--- src/rtl/tsb_ptr_pkg.sv ---
package tsb_ptr_pkg;
  localparam int ADDR_W      = 64;
  localparam int CTX_W       = 13;
  localparam int SIZE_W      = 4;
  localparam int SPLIT_POS   = 12;
  localparam int ENTRY_SHIFT = 4;
  localparam int IDX_MIN_W   = 9;
  localparam int SEL_LSB     = 13;
  localparam int VA_LSB_8K   = 13;
  localparam int VA_STEP_64K = 3;
  localparam int N_KINDS     = 2;

  typedef logic [ADDR_W-1:0] addr_t;

  // Mask with the w lowest bits set.
  function automatic addr_t lsb_mask(input int unsigned w);
    if (w >= ADDR_W) lsb_mask = '1;
    else             lsb_mask = (addr_t'(1) << w) - addr_t'(1);
  endfunction

  // Width of the index field for size code n.
  function automatic int unsigned idx_width(input logic [SIZE_W-1:0] n);
    idx_width = int'(n) + IDX_MIN_W;
  endfunction

  // Context hash: the low idx_width bits of the context, capped at CTX_W.
  function automatic logic [CTX_W-1:0] ctx_hash(input logic [CTX_W-1:0] ctx,
                                                input logic [SIZE_W-1:0] n);
    ctx_hash = ctx & CTX_W'(lsb_mask(idx_width(n)));
  endfunction

  // Virtual-address slice XOR hash, trimmed to the index width.
  function automatic addr_t fold_index(input addr_t va, input int unsigned sh,
                                       input logic [CTX_W-1:0] h,
                                       input logic [SIZE_W-1:0] n);
    fold_index = ((va >> sh) ^ addr_t'(h)) & lsb_mask(idx_width(n));
  endfunction

  // Pointer assembly from base word, index, select value and organisation.
  function automatic addr_t build_ptr(input addr_t base, input addr_t idx,
                                      input logic sel, input logic split,
                                      input logic [SIZE_W-1:0] n);
    int unsigned cut;
    addr_t       p;
    cut = SEL_LSB + int'(n);
    if (split) begin
      p = base & ~lsb_mask(cut + 1);
      p = p | (addr_t'(sel) << cut);
    end else begin
      p = base & ~lsb_mask(cut);
    end
    build_ptr = p | (idx << ENTRY_SHIFT);
  endfunction
endpackage

--- src/rtl/tsb_ctx_hash.sv ---
module tsb_ctx_hash
  import tsb_ptr_pkg::*;
#(
  parameter int CW = CTX_W,
  parameter int SW = SIZE_W
) (
  input  logic [CW-1:0] ctx,
  input  logic [SW-1:0] n,
  output logic [CW-1:0] hash
);
  assign hash = ctx_hash(ctx, n);
endmodule

--- src/rtl/tsb_index_fold.sv ---
module tsb_index_fold
  import tsb_ptr_pkg::*;
#(
  parameter int AW       = ADDR_W,
  parameter int CW       = CTX_W,
  parameter int SW       = SIZE_W,
  parameter int VA_SHIFT = VA_LSB_8K
) (
  input  logic [AW-1:0] va,
  input  logic [CW-1:0] hash,
  input  logic [SW-1:0] n,
  output logic [AW-1:0] idx
);
  assign idx = fold_index(va, VA_SHIFT, hash, n);
endmodule

--- src/rtl/tsb_ptr_build.sv ---
module tsb_ptr_build
  import tsb_ptr_pkg::*;
#(
  parameter int   AW      = ADDR_W,
  parameter int   SW      = SIZE_W,
  parameter logic SEL_VAL = 1'b0
) (
  input  logic [AW-1:0] base,
  input  logic [AW-1:0] idx,
  input  logic          split,
  input  logic [SW-1:0] n,
  output logic [AW-1:0] ptr
);
  assign ptr = build_ptr(base, idx, SEL_VAL, split, n);
endmodule

--- src/rtl/tsb_ptr_gen.sv ---
module tsb_ptr_gen
  import tsb_ptr_pkg::*;
(
  input  logic              clk,
  input  logic              rst_n,
  input  logic              capture,
  input  logic [ADDR_W-1:0] tsb_cfg,
  input  logic [ADDR_W-1:0] miss_va,
  input  logic [CTX_W-1:0]  ctx_id,
  output logic [ADDR_W-1:0] ptr_8k,
  output logic [ADDR_W-1:0] ptr_64k
);
  logic [SIZE_W-1:0] size_n;
  logic              split_en;
  logic [CTX_W-1:0]  hash_w;
  logic [ADDR_W-1:0] idx_w [N_KINDS];
  logic [ADDR_W-1:0] ptr_d [N_KINDS];
  logic [ADDR_W-1:0] ptr_q [N_KINDS];
  logic [SIZE_W-1:0] size_q;
  logic              split_q;

  assign size_n   = tsb_cfg[SIZE_W-1:0];
  assign split_en = tsb_cfg[SPLIT_POS];

  tsb_ctx_hash #(.CW(CTX_W), .SW(SIZE_W)) u_hash (
    .ctx(ctx_id), .n(size_n), .hash(hash_w)
  );

  for (genvar k = 0; k < N_KINDS; k++) begin : g_kind
    localparam int   SHIFT_K = VA_LSB_8K + k * VA_STEP_64K;
    localparam logic SEL_K   = (k != 0);

    tsb_index_fold #(.AW(ADDR_W), .CW(CTX_W), .SW(SIZE_W), .VA_SHIFT(SHIFT_K)) u_fold (
      .va(miss_va), .hash(hash_w), .n(size_n), .idx(idx_w[k])
    );

    tsb_ptr_build #(.AW(ADDR_W), .SW(SIZE_W), .SEL_VAL(SEL_K)) u_build (
      .base(tsb_cfg), .idx(idx_w[k]), .split(split_en), .n(size_n), .ptr(ptr_d[k])
    );

    always_ff @(posedge clk or negedge rst_n) begin
      if (!rst_n)       ptr_q[k] <= '0;
      else if (capture) ptr_q[k] <= ptr_d[k];
    end


    entry_align_chk: assert property (@(posedge clk) disable iff (!rst_n)
      ptr_q[k][ENTRY_SHIFT-1:0] == '0);
  end

  always_ff @(posedge clk or negedge rst_n) begin
    if (!rst_n) begin
      size_q  <= '0;
      split_q <= 1'b0;
    end else if (capture) begin
      size_q  <= size_n;
      split_q <= split_en;
    end
  end

  assign ptr_8k  = ptr_q[0];
  assign ptr_64k = ptr_q[1];


  reset_clear_chk: assert property (@(posedge clk)
    !rst_n |=> (ptr_8k == '0 && ptr_64k == '0));


  hold_value_chk: assert property (@(posedge clk) disable iff (!rst_n)
    !capture |=> ($stable(ptr_8k) && $stable(ptr_64k)));


  split_select_chk: assert property (@(posedge clk) disable iff (!rst_n)
    split_q |-> (ptr_64k[SEL_LSB + int'(size_q)] && !ptr_8k[SEL_LSB + int'(size_q)]));


  base_match_chk: assert property (@(posedge clk) disable iff (!rst_n)
    ((ptr_8k ^ ptr_64k) >> (SEL_LSB + int'(size_q) + int'(split_q))) == '0);
endmodule

--- config.mk ---
export PLATFORM = sky130hd
export DESIGN_NAME = tsb_ptr_gen
export DESIGN_NICKNAME = d
export VERILOG_FILES = /design/src/rtl/tsb_ptr_pkg.sv /design/src/rtl/tsb_ctx_hash.sv /design/src/rtl/tsb_index_fold.sv /design/src/rtl/tsb_ptr_build.sv /design/src/rtl/tsb_ptr_gen.sv
export SDC_FILE = /design/constraint.sdc
export NUM_CORES = 1
export LEC_CHECK = 0
export CORE_UTILIZATION = 40
export CTS_CLUSTER_SIZE = 8
export DETAILED_ROUTE_END_ITERATION = 10
export DONT_BUFFER_PORTS = 1
export MAX_ROUTING_LAYER = met4
export PLACE_DENSITY = 0.63
export SLEW_MARGIN = 30
export SYNTH_ARGS = -nofsm -noshare
export SYNTH_HDL_FRONTEND = slang
export SYNTH_SLANG_ARGS = --single-unit
--- constraint.sdc ---
create_clock -name clk -period 1.6 [get_ports clk]
set_input_delay 0.24 -clock clk [delete_from_list [all_inputs] [get_ports clk]]
set_output_delay 0.24 -clock clk [all_outputs]
set_load 0.005 [all_outputs]
==> results.cfg <==
[placement]
portBuffers = 0
dpl.cell_count = 1744
gp_congestion = 1.05
hpwl_mm = 36.0

[outcome]
status = finished, violations left
violations = negative hold slack, negative setup slack

[die]
core-area_um2 = 23500
die_area_um2 = 24600
die_x_um = 157
ioPinCount = 272
start_util_pct = 40.8
rows = 56
die_y_um = 157

[worst_setup_path]
reg2reg_from = ptr_8k[49]
reg2reg_depth = 1
end_kind = flip-flop
startpoint_type = input pin
cp_cell_sequence = inv_12 -> ha_4 -> or4b_4 -> o21ai_4 -> buf_4 -> buf_12 -> buf_6 -> buf_6 -> nor4_1 -> o21ai_0 -> buf_4 -> nand4_4 -> o41a_1 -> buf_4 -> buf_8 -> nand2_4 -> nand3_2
crit_required_ps = 1910
slowest_delay_ps = 540
critPathBufInv = 8
slowest_stage = or4b_4
cp_max_fo = 30
path_common_cell = buf_4
critical_path.top_delay_family = buffers and inverters
r2r_slack_ps = 670
r2r_end = ptr_8k[49]
path_depth = 17
cp-startpoint = tsb_cfg[2]
worstPathArrival_ps = 2780
critical_path.endpoint = ptr_8k[46]
critPathKind = in2reg

[clock_network]
numCtsBuffers = 17
cts_sinks = 119
cts-htree-levels = 4
cts_tree = built
clkTransAtPathRegs_ps = 70
root_buffer = clkbuf_16
ctsLongestPathBuffers = 2
clk_latency_ps = 430

[finish]
synthToLayoutAreaGrowth_pct = 65.4
multi_input_area_um2 = 7860
finalNonFillerCells = 1905
nFillCells = 1917
nNetsFinal = 1726
layout-drive-gt1-share_pct = 44.7
ff_latch_area_um2 = 2980

[power_and_ir_drop]
power_mw = 12.9
p_per_area_nw_per_um2 = 812
vdd_drop_max_uv = 702
power_frac_comb_pct = 37.1
switching_share_pct = 36.7
clkPwrFrac_pct = 32.6
p_sw_mw = 4.74
p_leak_nw = 6.63
intPower_mw = 8.17
p_seq_share_pct = 30.3

[synthesis]
yosys_most_used_dff = dfrtp_1
yosys_register_bits = 119
synthArstFlopShare_pct = 100
seq_area_frac_synth_pct = 31.0
syn_area_per_cell_um2 = 7.95
synth-edff-count = 0
synth_warnings = 0
syn_inst = 1209
syn_area_um2 = 9610
yosys.cell_types.count = 102

[timing]
rsz0062_at_grt = true
setup_viol = 115
drv_slew = 0
finClkSkew_ps = 0
fin_crit_ps = 2470
maxSlewHeadroom_pct = 64.4
timing.final.ws_setup_ps = -872
worst_pin_slew_ps = 533
hold_viol_final = 120
min_period_over_period_pct = 154
max_freq_mhz = 405
hold_slack_ps = -509

[detailed_routing]
vias = 12100
routedWlPerCell_um = 26.7
drt_pass1_iterations = 6
drc = 0
vias_per_cell = 6.36
wl_mm = 50.9
first_iter_violations = 1479
antenna_left = 0

[global_routing]
antenna_found_initial = 3
grt_pass1_vias = 11900
grt_pass1_wl_mm = 74.0
grt_max_degree = 120
grt-ovfl-total = 0
grt_usage_pct = 42.1

[hold_path]
min-delay-path-class = in2async

[run]
max-cap-violations = 0
[area by class of cell]
class | count | area share [%]
Multi-Input combinational cell | 957 | 49.5
Timing Repair Buffer | 446 | 24.5
Sequential cell | 119 | 18.7
Clock buffer | 17 | 2.68
Tap cell | 319 | 2.51
Clock inverter | 15 | 1.14
Inverter | 29 | 0.945
Antenna cell | 3 | 0.0472
[placed cells by master (no fill, tap or decap), drive strengths merged, types with 8 or more instances in the layout]
master       count
and3            31
nor2           102
o221ai          10
nand2          157
o21ai           78
o211ai          15
nor2b            9
a21oi           89
inv             36
and2            12
dfrtp          119
o22ai           10
a31oi           10
or3             12
dlygate4sd3     56
a211o           13
nor4            14
a32oi            8
nand3           62
xor2            22
ha              12
clkbuf          17
xnor2           35
nor3            37
a22o             9
o22a             9
a211oi          20
o311ai           9
o31ai            8
a221o           13
nand4           14
buf            390
[what timing repair did]
item,4_1_cts,5_1_grt
endpoints found under the setup margin,115,115
hold endpoints to repair,202,121
setup buffers,61,32
resized for setup,282,103
hold buffers,56,1
cloned,1,0
pin swaps,130,75
[cell families after synthesis]
group / Yosys count / synth area share [%]
buf+inv: 134 / 6.60
compound gates: 391 / 29.8
other cells: 1 / 0.0390
flops: 119 / 31.0
mux: 8 / 0.860
xor+xnor: 57 / 5.27
simple gates: 487 / 24.9
fa+ha+maj: 12 / 1.56
[layer usage]
metal / vias up / part of all wire, % / GRT usage (%)
met5: - / 0 / -
met3: 204 / 9.3 / 8.20
li1: 5208 / - / -
met4: 0 / 7.1 / 25.0
met1: 5958 / 38 / 48.8
met2: 749 / 46 / 67.6
[cell usage after synthesis (all sizes together) (13+ instances only)]
| cell | n | area (µm²) |
|---|---|---|
| nand2 | 157 | 592 |
| dfrtp | 119 | 2980 |
| nor2 | 102 | 385 |
| a21oi | 89 | 449 |
| o21ai | 78 | 394 |
| clkbuf | 65 | 244 |
| nand3 | 62 | 310 |
| buf | 40 | 282 |
| nor3 | 37 | 190 |
| xnor2 | 35 | 314 |
| and3 | 31 | 194 |
| inv | 27 | 101 |
| xor2 | 22 | 193 |
| a211oi | 20 | 195 |
| o211ai | 15 | 113 |
| nand4 | 14 | 93.8 |
| nor4 | 14 | 115 |
| a211o | 13 | 114 |
| a221o | 13 | 130 |
[power by group through the flow]
stage | logic [mW] | registers [mW] | clock network [mW]
5_1_grt | 5.03 | 3.96 | 4.36
2_1_floorplan | 2.17 | 3.79 | 0
3_3_place_gp | 3.48 | 3.93 | 0
3_5_place_dp | 3.51 | 3.94 | 0
6_report | 4.79 | 3.91 | 4.21
4_1_cts | 4.37 | 3.89 | 4.21
[flip-flops by register name, summed over array words and instances (netlist names)]
signal	flops
ptr_64k	55
ptr_8k	64
[stage by stage]
step / hold WS, ps / setup TNS (ps) / utilization, % / area [µm²] / setup slack (ps)
floorplan: -55.6 / -137850 / - / 10100 / -1590
global placement: -52.1 / -139400 / 52.4 / 12300 / -1470
detailed placement: -52.5 / -142080 / 52.4 / 12300 / -1500
CTS: -512 / -71220 / 64.7 / 15200 / -801
global route: -518 / -86100 / 67.5 / 15900 / -957
finish: -509 / -79880 / 67.5 / 15900 / -872
[worst min path at each step]
stage	from	end	cells after the start
after global routing	rst_n	ptr_8k[56]	0
after global placement	rst_n	ptr_8k[56]	0
after CTS	rst_n	ptr_8k[34]	0
after floorplan	rst_n	ptr_64k[0]	0
final	rst_n	ptr_8k[56]	0
after detailed placement	rst_n	ptr_8k[56]	0
Power figures use the tool's default switching activity.
